$ cat config.mk
export PLATFORM = sky130hd
export DESIGN_NAME = bar_sync_unit
export DESIGN_NICKNAME = d
export VERILOG_FILES = /design/src/rtl/bar_pkg.sv /design/src/rtl/bar_popcount.sv /design/src/rtl/bar_slot.sv /design/src/rtl/bar_result.sv /design/src/rtl/bar_sync_unit.sv
export SDC_FILE = /design/constraint.sdc
export NUM_CORES = 2
export LEC_CHECK = 0
export BUFFER_PORTS_ARGS = -buffer_cell sky130_fd_sc_hd__buf_4
export CORE_AREA = 2 2 264 266
export CTS_CLUSTER_SIZE = 20
export DETAILED_ROUTE_END_ITERATION = 8
export DIE_AREA = 0 0 266 268
export GPL_ROUTABILITY_DRIVEN = 0
export HOLD_SLACK_MARGIN = 0.02
export PLACE_DENSITY = 0.8
export REMOVE_ABC_BUFFERS = 1
export SETUP_SLACK_MARGIN = 0.1
export SYNTH_ARGS = -nofsm -noshare
export SYNTH_HDL_FRONTEND = slang
export SYNTH_HIERARCHICAL = 1
export SYNTH_SLANG_ARGS = --single-unit
$ cat constraint.sdc
create_clock -name clk -period 11.9 [get_ports clk]
set_clock_uncertainty 0.1 [all_clocks]
set_input_delay 1.19 -clock clk [delete_from_list [all_inputs] [get_ports clk]]
set_output_delay 1.19 -clock clk [all_outputs]
set_load 0.01 [all_outputs]
$ cat src/rtl/bar_pkg.sv
package bar_pkg;
    typedef enum logic [1:0] {
        MODE_POPC = 2'b00,
        MODE_OR   = 2'b01,
        MODE_AND  = 2'b10,
        MODE_BAD  = 2'b11
    } red_mode_e;

    typedef enum logic {
        SLOT_IDLE = 1'b0,
        SLOT_FILL = 1'b1
    } slot_state_e;
endpackage

$ cat src/rtl/bar_popcount.sv
module bar_popcount #(
    parameter int W  = 32,
    parameter int CW = $clog2(W + 1)
) (
    input  logic [W-1:0]  vec,
    output logic [CW-1:0] cnt
);
    always_comb begin
        cnt = '0;
        for (int i = 0; i < W; i++) begin
            cnt = cnt + CW'(vec[i]);
        end
    end
endmodule

$ cat src/rtl/bar_slot.sv
module bar_slot
    import bar_pkg::*;
#(
    parameter int CNT_W  = 8,
    parameter int ACC_W  = 8,
    parameter int LANE_CW = 6
) (
    input  logic               clk,
    input  logic               rst_n,
    input  logic               hit,
    input  logic [CNT_W-1:0]   first_tgt,
    input  logic [LANE_CW-1:0] add_thr,
    input  logic [LANE_CW-1:0] add_true,
    input  logic               no_false,
    input  logic               any_true,
    output logic               done,
    output logic [ACC_W-1:0]   pop_nxt,
    output logic               and_nxt,
    output logic               or_nxt
);
    slot_state_e       state_q, state_d;
    logic [ACC_W-1:0]  cnt_q, cnt_nxt;
    logic [CNT_W-1:0]  tgt_q, tgt_eff;
    logic [ACC_W-1:0]  pop_q;
    logic              and_q, or_q, fresh;

    always_comb begin
        fresh   = (state_q == SLOT_IDLE);
        tgt_eff = fresh ? first_tgt : tgt_q;
        cnt_nxt = (fresh ? '0 : cnt_q) + ACC_W'(add_thr);
        pop_nxt = (fresh ? '0 : pop_q) + ACC_W'(add_true);
        and_nxt = (fresh | and_q) & no_false;
        or_nxt  = (~fresh & or_q) | any_true;
        done    = hit && (cnt_nxt >= ACC_W'(tgt_eff));
    end

    always_comb begin
        state_d = state_q;
        unique case (state_q)
            SLOT_IDLE: if (hit && !done) state_d = SLOT_FILL;
            SLOT_FILL: if (hit && done)  state_d = SLOT_IDLE;
            default:   state_d = SLOT_IDLE;
        endcase
    end

    always_ff @(posedge clk) begin
        if (!rst_n) state_q <= SLOT_IDLE;
        else        state_q <= state_d;
    end

    always_ff @(posedge clk) begin
        if (!rst_n) begin
            cnt_q <= '0;
            tgt_q <= '0;
            pop_q <= '0;
            and_q <= 1'b1;
            or_q  <= 1'b0;
        end else if (hit) begin
            if (done) begin
                cnt_q <= '0;
                pop_q <= '0;
                and_q <= 1'b1;
                or_q  <= 1'b0;
            end else begin
                cnt_q <= cnt_nxt;
                pop_q <= pop_nxt;
                and_q <= and_nxt;
                or_q  <= or_nxt;
                if (fresh) tgt_q <= tgt_eff;
            end
        end
    end
endmodule

$ cat src/rtl/bar_result.sv
module bar_result
    import bar_pkg::*;
#(
    parameter int NUM_BAR = 16,
    parameter int ID_W    = 4,
    parameter int ACC_W   = 8
) (
    input  logic               clk,
    input  logic               rst_n,
    input  logic               accepted,
    input  logic               bad,
    input  logic               nowait,
    input  logic [ID_W-1:0]    bar_id,
    input  logic [1:0]         mode,
    input  logic [NUM_BAR-1:0] done_vec,
    input  logic [ACC_W-1:0]   pop_sel,
    input  logic               and_sel,
    input  logic               or_sel,
    output logic [NUM_BAR-1:0] rel_pulse,
    output logic               res_valid,
    output logic [ID_W-1:0]    res_bar,
    output logic [ACC_W-1:0]   res_popc,
    output logic               res_flag,
    output logic               err_mode,
    output logic               arr_hold
);
    logic any_done, flag_d;

    always_comb begin
        any_done = |done_vec;
        flag_d   = 1'b0;
        unique case (red_mode_e'(mode))
            MODE_AND:  flag_d = and_sel;
            MODE_OR:   flag_d = or_sel;
            MODE_POPC: flag_d = 1'b0;
            MODE_BAD:  flag_d = 1'b0;
            default:   flag_d = 1'b0;
        endcase
    end

    always_ff @(posedge clk) begin
        if (!rst_n) begin
            rel_pulse <= '0;
            res_valid <= 1'b0;
            res_bar   <= '0;
            res_popc  <= '0;
            res_flag  <= 1'b0;
            err_mode  <= 1'b0;
            arr_hold  <= 1'b0;
        end else begin
            rel_pulse <= done_vec;
            res_valid <= any_done;
            res_bar   <= any_done ? bar_id : '0;
            res_popc  <= any_done ? pop_sel : '0;
            res_flag  <= any_done ? flag_d : 1'b0;
            err_mode  <= bad;
            arr_hold  <= accepted && !any_done && !nowait;
        end
    end
endmodule

$ cat src/rtl/bar_sync_unit.sv
module bar_sync_unit
    import bar_pkg::*;
#(
    parameter int NUM_BAR       = 16,
    parameter int LANES         = 32,
    parameter int BLOCK_THREADS = 128,
    localparam int ID_W    = $clog2(NUM_BAR),
    localparam int CNT_W   = $clog2(BLOCK_THREADS + 1),
    localparam int ACC_W   = $clog2(BLOCK_THREADS + LANES + 1),
    localparam int LANE_CW = $clog2(LANES + 1)
) (
    input  logic               clk,
    input  logic               rst_n,
    input  logic               arr_valid,
    input  logic [ID_W-1:0]    arr_bar_id,
    input  logic               arr_use_count,
    input  logic [CNT_W-1:0]   arr_count,
    input  logic [LANES-1:0]   arr_mask,
    input  logic [LANES-1:0]   arr_pred,
    input  logic               arr_pred_inv,
    input  logic [1:0]         arr_mode,
    input  logic               arr_nowait,
    output logic [NUM_BAR-1:0] rel_pulse,
    output logic               res_valid,
    output logic [ID_W-1:0]    res_bar,
    output logic [ACC_W-1:0]   res_popc,
    output logic               res_flag,
    output logic               err_mode,
    output logic               arr_hold
);
    logic               bad, accepted;
    logic [LANES-1:0]   eff_pred, true_mask, false_mask;
    logic [LANE_CW-1:0] thr_cnt, true_cnt;
    logic [CNT_W-1:0]   first_tgt;
    logic [NUM_BAR-1:0] done_vec;
    logic [ACC_W-1:0]   pop_v [NUM_BAR];
    logic [NUM_BAR-1:0] and_v, or_v;

    always_comb begin
        bad        = arr_valid && (red_mode_e'(arr_mode) == MODE_BAD);
        accepted   = arr_valid && !bad;
        eff_pred   = arr_pred ^ {LANES{arr_pred_inv}};
        true_mask  = arr_nowait ? '0 : (arr_mask & eff_pred);
        false_mask = arr_nowait ? '0 : (arr_mask & ~eff_pred);
        first_tgt  = (arr_use_count && (arr_count != '0)) ? arr_count
                                                          : CNT_W'(BLOCK_THREADS);
    end

    bar_popcount #(.W(LANES), .CW(LANE_CW)) thr_pc_i  (.vec(arr_mask),  .cnt(thr_cnt));
    bar_popcount #(.W(LANES), .CW(LANE_CW)) true_pc_i (.vec(true_mask), .cnt(true_cnt));

    for (genvar b = 0; b < NUM_BAR; b++) begin : g_slot
        bar_slot #(.CNT_W(CNT_W), .ACC_W(ACC_W), .LANE_CW(LANE_CW)) slot_i (
            .clk      (clk),
            .rst_n    (rst_n),
            .hit      (accepted && (arr_bar_id == ID_W'(b))),
            .first_tgt(first_tgt),
            .add_thr  (thr_cnt),
            .add_true (true_cnt),
            .no_false (~|false_mask),
            .any_true (|true_mask),
            .done     (done_vec[b]),
            .pop_nxt  (pop_v[b]),
            .and_nxt  (and_v[b]),
            .or_nxt   (or_v[b])
        );
    end

    bar_result #(.NUM_BAR(NUM_BAR), .ID_W(ID_W), .ACC_W(ACC_W)) result_i (
        .clk      (clk),
        .rst_n    (rst_n),
        .accepted (accepted),
        .bad      (bad),
        .nowait   (arr_nowait),
        .bar_id   (arr_bar_id),
        .mode     (arr_mode),
        .done_vec (done_vec),
        .pop_sel  (pop_v[arr_bar_id]),
        .and_sel  (and_v[arr_bar_id]),
        .or_sel   (or_v[arr_bar_id]),
        .rel_pulse(rel_pulse),
        .res_valid(res_valid),
        .res_bar  (res_bar),
        .res_popc (res_popc),
        .res_flag (res_flag),
        .err_mode (err_mode),
        .arr_hold (arr_hold)
    );
endmodule

* Word level (Yosys, flattened, before mapping) *
Cells that the tools add are included.

storage, ports and cells
  output and inout port bits = 32
  flip-flop bits (word level) = 464
  word-level logic and storage cells = 618

cells by class
  $lt $le $gt $ge = 18
  eq/ne operators = 18
  muxes and demuxes = 171
  add/sub/neg operators = 94
  reduce and logical (&&, ||, !) cells = 113
  bitwise gates (word level) = 101

operators by type and width
  operator            number
  $mux 8              83
  $add 6x1->6         60
  $add 8x6->8         32
  $ge 8x8->1          16
  $logic_and 1x1->1   69
  $mux 1              66
  $and 32x32->32      2
  $mux 32             2
  $reduce_or 32->1    2
  $reduce_and 3->1    16
  $and 1x1->1         32
  $bmux 8 s4          1
  $eq 4x4->1 const B  8
  $not 1->1           32
  $not 32->32         1
  $or 1x1->1          32
  $pmux 1 s2          16
  $xor 32x32->32      1
  $logic_not 1->1     20
  $eq 4x3->1 const B  4
  $reduce_or 16->1    1
  $bmux 1 s4          2
  $eq 4x2->1 const B  2
  $reduce_bool 8->1   1
  other kinds (12)    14

* Logic depth before layout (Yosys ltp) *
  word-level depth = 38
  gate-level depth with buffers = 31
  mapped depth without buffers = 30

* Cells and area by module *
Netlist, hierarchy kept.

modules (own cells, without submodules)
  module                            cells each  times used  area an instance (um^2)
  bar_slot at g_slot[0].slot_i ...  211         12          1879.3
  bar_slot at g_slot[6].slot_i ...  216         4           1914.3
  bar_sync_unit                     261         1           2476.1
  bar_popcount                      73          2           758.2
  bar_result                        77          1           950.9

* Worst setup path after synthesis *
No wires, ideal clock.

  kind = input to register
  start = in arr_pred_inv
  end = reg result_i.res_popc[6]
  arrival = 9238 ps
  setup slack = 2447 ps
  setup time = 116 ps
  data required time = 11684 ps
  stages on the path = 28
  cells stage by stage = buf_2 > buf_2 > buf_2 > buf_4 > xnor2_1 > nor3b_1 > inv_1 > fa_1 > inv_1 > fa_1 > fa_1 > fa_1 > fa_1 > inv_1 > fa_1 > inv_1 > ha_1 > a21o_1 > a21oi_2 > o21ai_0 > ha_1 > and2_1 > o21ai_0 > o31ai_1 > a311o_1 > mux4_2 > mux4_2 > and3_1

RTL lines
  item                  line                 source
  from (decl)           bar_sync_unit.sv:20  input logic arr_pred_inv,
  to (signal assigned)  bar_result.sv:54     res_popc <= any_done ? pop_sel : '0;
  to (decl)             bar_result.sv:22     output logic [ACC_W-1:0] res_popc,

* Worst setup path in the final report *
  start = in arr_mask[0]
  end = reg result_i.res_bar[2]

on the way
  longest elaborated chain between the ends = 36

RTL lines
  item                               line                 source
  from (decl)                        bar_sync_unit.sv:18  input logic [LANES-1:0] arr_mask,
  $add 1x1->2                        bar_popcount.sv:11   cnt = cnt + CW'(vec[i]);
  $add 6x1->6 (30 in series)         bar_popcount.sv:11
  via thr_cnt[4]                     bar_sync_unit.sv:33  logic [LANE_CW-1:0] thr_cnt, true_cnt;
  $add 8x6->8                        bar_slot.sv:30       cnt_nxt = (fresh ? '0 : cnt_q) + ACC_W'(add_thr);
  $ge 8x8->1                         bar_slot.sv:34       done = hit && (cnt_nxt >= ACC_W'(tgt_eff));
  $logic_and 1x1->1                  bar_slot.sv:34
  via done_vec[4]                    bar_sync_unit.sv:35  logic [NUM_BAR-1:0] done_vec;
  $reduce_or 16->1                   bar_result.sv:30     any_done = |done_vec;
  $reduce_and 2->1 (no source line)  -
  to (signal assigned)               bar_result.sv:53     res_bar <= any_done ? bar_id : '0;
  to (decl)                          bar_result.sv:21     output logic [ID_W-1:0] res_bar,

The timed path passes the listed nets, and every way through them passes these cells.
A chain may end at the register's enable or synchronous reset.

==> out/results.ini <==
[synthesis]
synth.cell_area_mm2=0.0352
synth_cell_types=64
ys_ff_latch=464
synth_area_leaders=dfxtp_1, ha_1, mux2i_1
synth_top_cell_area_share=0.264
ys_warn_count=6
synth_top_cell_by_area=dfxtp_1
async_reset_ff_frac=0
synthFlopType=dfxtp_1
synthCells=3880
yosysSeqAreaShare=0.264
synth_edf_count=0
syn-mean-instance-area_um2=9.06

[final_layout]
drive_above_1_share=0.0985
layout-area-overhead-vs-synth_pct=9.07
layout_common_cells=dfxtp_1, nand2_1, ha_1
final_cells=4810
final_nets=4383
final_common_cell=dfxtp_1

[floorplan]
chipWidth_um=266
dieArea_mm2=0.0713
rows=96
coreArea_mm2=0.0682
initial_core_util=0.515
ios=116
die_h_um=268

[drt]
wl_per_cell_um=19.8
firstDrtPassIters=6
drc_errors=0
viasPerCell=6.12
drt_iter0_markers=3019
ant_nets=0
vias=29453
drt-total-wl_um=95300

[grt]
grt_pass1_wl_um=150000
grt_max_degree=192
grt_pass1_vias=27669
grt_usage=0.262
antenna_found_initial=4
overflow=0

[worst_setup_path]
critPathMaxStageDelay_ns=0.85
crit_path_top_delay_cell=xor2_4
cpMostUsedCell=fa_1
critPathKind=in -> reg
crit_arrival_ns=10.20
crit_path_start_kind=primary input
endpoint_kind=register
worstPathMaxFanout=15
worstPathRequired_ns=12.30

[clock_network]
hold_buffers=0
cts_max_path_buffers=3
htree_levels=2
cts_tree=done
clkTransAtPathRegs_ns=0.06
cts_resized=0
clock_latency_ns=0.63
root_buffer=clkbuf_16
clock-sinks=464
cts_made_buffers=53
postCtsSetupBuffers=0

[sta]
worst_pin_slew_ns=1.28
clock.fmax_mhz=102
fin_setup_tns_ns=0
maxSlewViolCount=0
maxSlewHeadroom=0.146
fin_crit_sh=0.824
setup_slack_ns=2.10
post-route-min-period_ns=9.80
setup_viol=0
rsz0062_at_grt=false
hold_violations=0

[run_status]
status=finished clean

[hold_path]
min_path_type=reg -> reg

[placed_design]
dpl.hpwl_um=65300
place_ws_ns=1.55
port-buffer-count=115
placed_cells=4712

[job]
cap_viol_max_count=0

==> flip-flops by register name (all words and copies together), names as in the netlist, 4 cells and up, named ones only <==
register	cells
g_slot.slot_i/and_q	16
g_slot.slot_i/pop_q	128
g_slot.slot_i/cnt_q	128
g_slot.slot_i/or_q	16
result_i/rel_pulse	16
result_i/res_bar	4
result_i/res_popc	8
g_slot.slot_i/tgt_q	128
==> routing by layer <==
metal	vias to the layer above	routed length [µm]	global-route usage
met1	14152	41900	0.361
li1	13985	-	-
met2	1086	42100	0.417
met5	-	25	0
met3	226	7640	0.0357
met4	4	3550	0.0987
==> cell type report <==
| cell class | count | area (µm²) |
|---|---|---|
| Tap cell | 882 | 1100 |
| Timing Repair Buffer | 153 | 1170 |
| Clock buffer | 70 | 1500 |
| Antenna cell | 1 | 2.50 |
| Sequential cell | 464 | 9290 |
| Multi-Input combinational cell | 3016 | 24200 |
| Clock inverter | 27 | 320 |
| Inverter | 197 | 739 |
| Fill cell | 5863 | 29900 |
==> per-stage QoR <==
step / hold slack [ns] / util / cell area [µm²]
final: 0.355 / 0.562 / 38300
after floorplan: 0.331 / - / 34200
after global placement: 0.338 / 0.535 / 36500
after global routing: 0.370 / 0.562 / 38300
after CTS: 0.356 / 0.562 / 38300
after detailed placement: 0.344 / 0.535 / 36500
==> synthesized netlist by cell type (all sizes together), types with 2 or more instances <==
cell type,count
and2,233
a22o,2
o21ai,199
nand2b,9
a311o,12
a222oi,6
nand3b,8
a21oi,150
buf,80
o221ai,2
mux2,16
o21bai,16
nand3,50
nor4,21
nor3b,21
a211oi,97
ha,334
a21o,78
mux4,50
inv,181
nor2b,263
and2b,16
o31a,16
a22oi,149
o31ai,13
xnor2,98
mux2i,240
clkbuf,123
and3,15
a32o,104
nor3,19
o211ai,48
a21boi,17
nand2,342
xor2,92
clkinv,16
a221oi,5
a2111oi,2
nor2,119
dfxtp,464
fa,80
o21a,40
nand4,24
==> critical path: cells and delay by family <==
kind	cells	cell delay, ns
buffers and inverters	7	0.73
XOR/XNOR	2	1.05
AO/OA/AOI/OAI	5	0.99
AND/OR/NAND/NOR	8	2.05
adder cells (fa/ha/maj)	10	4.14
==> path summary, 6_finish.rpt <==
| kind | from | to | slack (ns) | cells after the start |
|---|---|---|---|---|
| hold / removal | g_slot[5].slot_i/tgt_q[0] | g_slot[5].slot_i/tgt_q[0] | 0.35 | 2 |
| setup / recovery | arr_mask[0] | result_i/res_bar[2] | 2.10 | 32 |
| setup reg to reg | register | result_i/res_bar[2] | 6.70 | 15 |
| hold reg to reg | g_slot[5].slot_i/tgt_q[0] | g_slot[5].slot_i/tgt_q[0] | 0.35 | 2 |
==> logic make-up after synthesis <==
family | after synthesis | synth area share
XOR/XNOR | 190 | 0.0473
adder cells (fa/ha/maj) | 414 | 0.164
AO/OA/AOI/OAI | 962 | 0.195
flip-flops | 464 | 0.264
buffers and inverters | 400 | 0.0492
AND/OR/NAND/NOR | 1144 | 0.174
multiplexers | 306 | 0.105
Power is left out: the tool's default activity adds up to more than one toggle a clock period on the data nets, which glitch-free logic cannot reach.
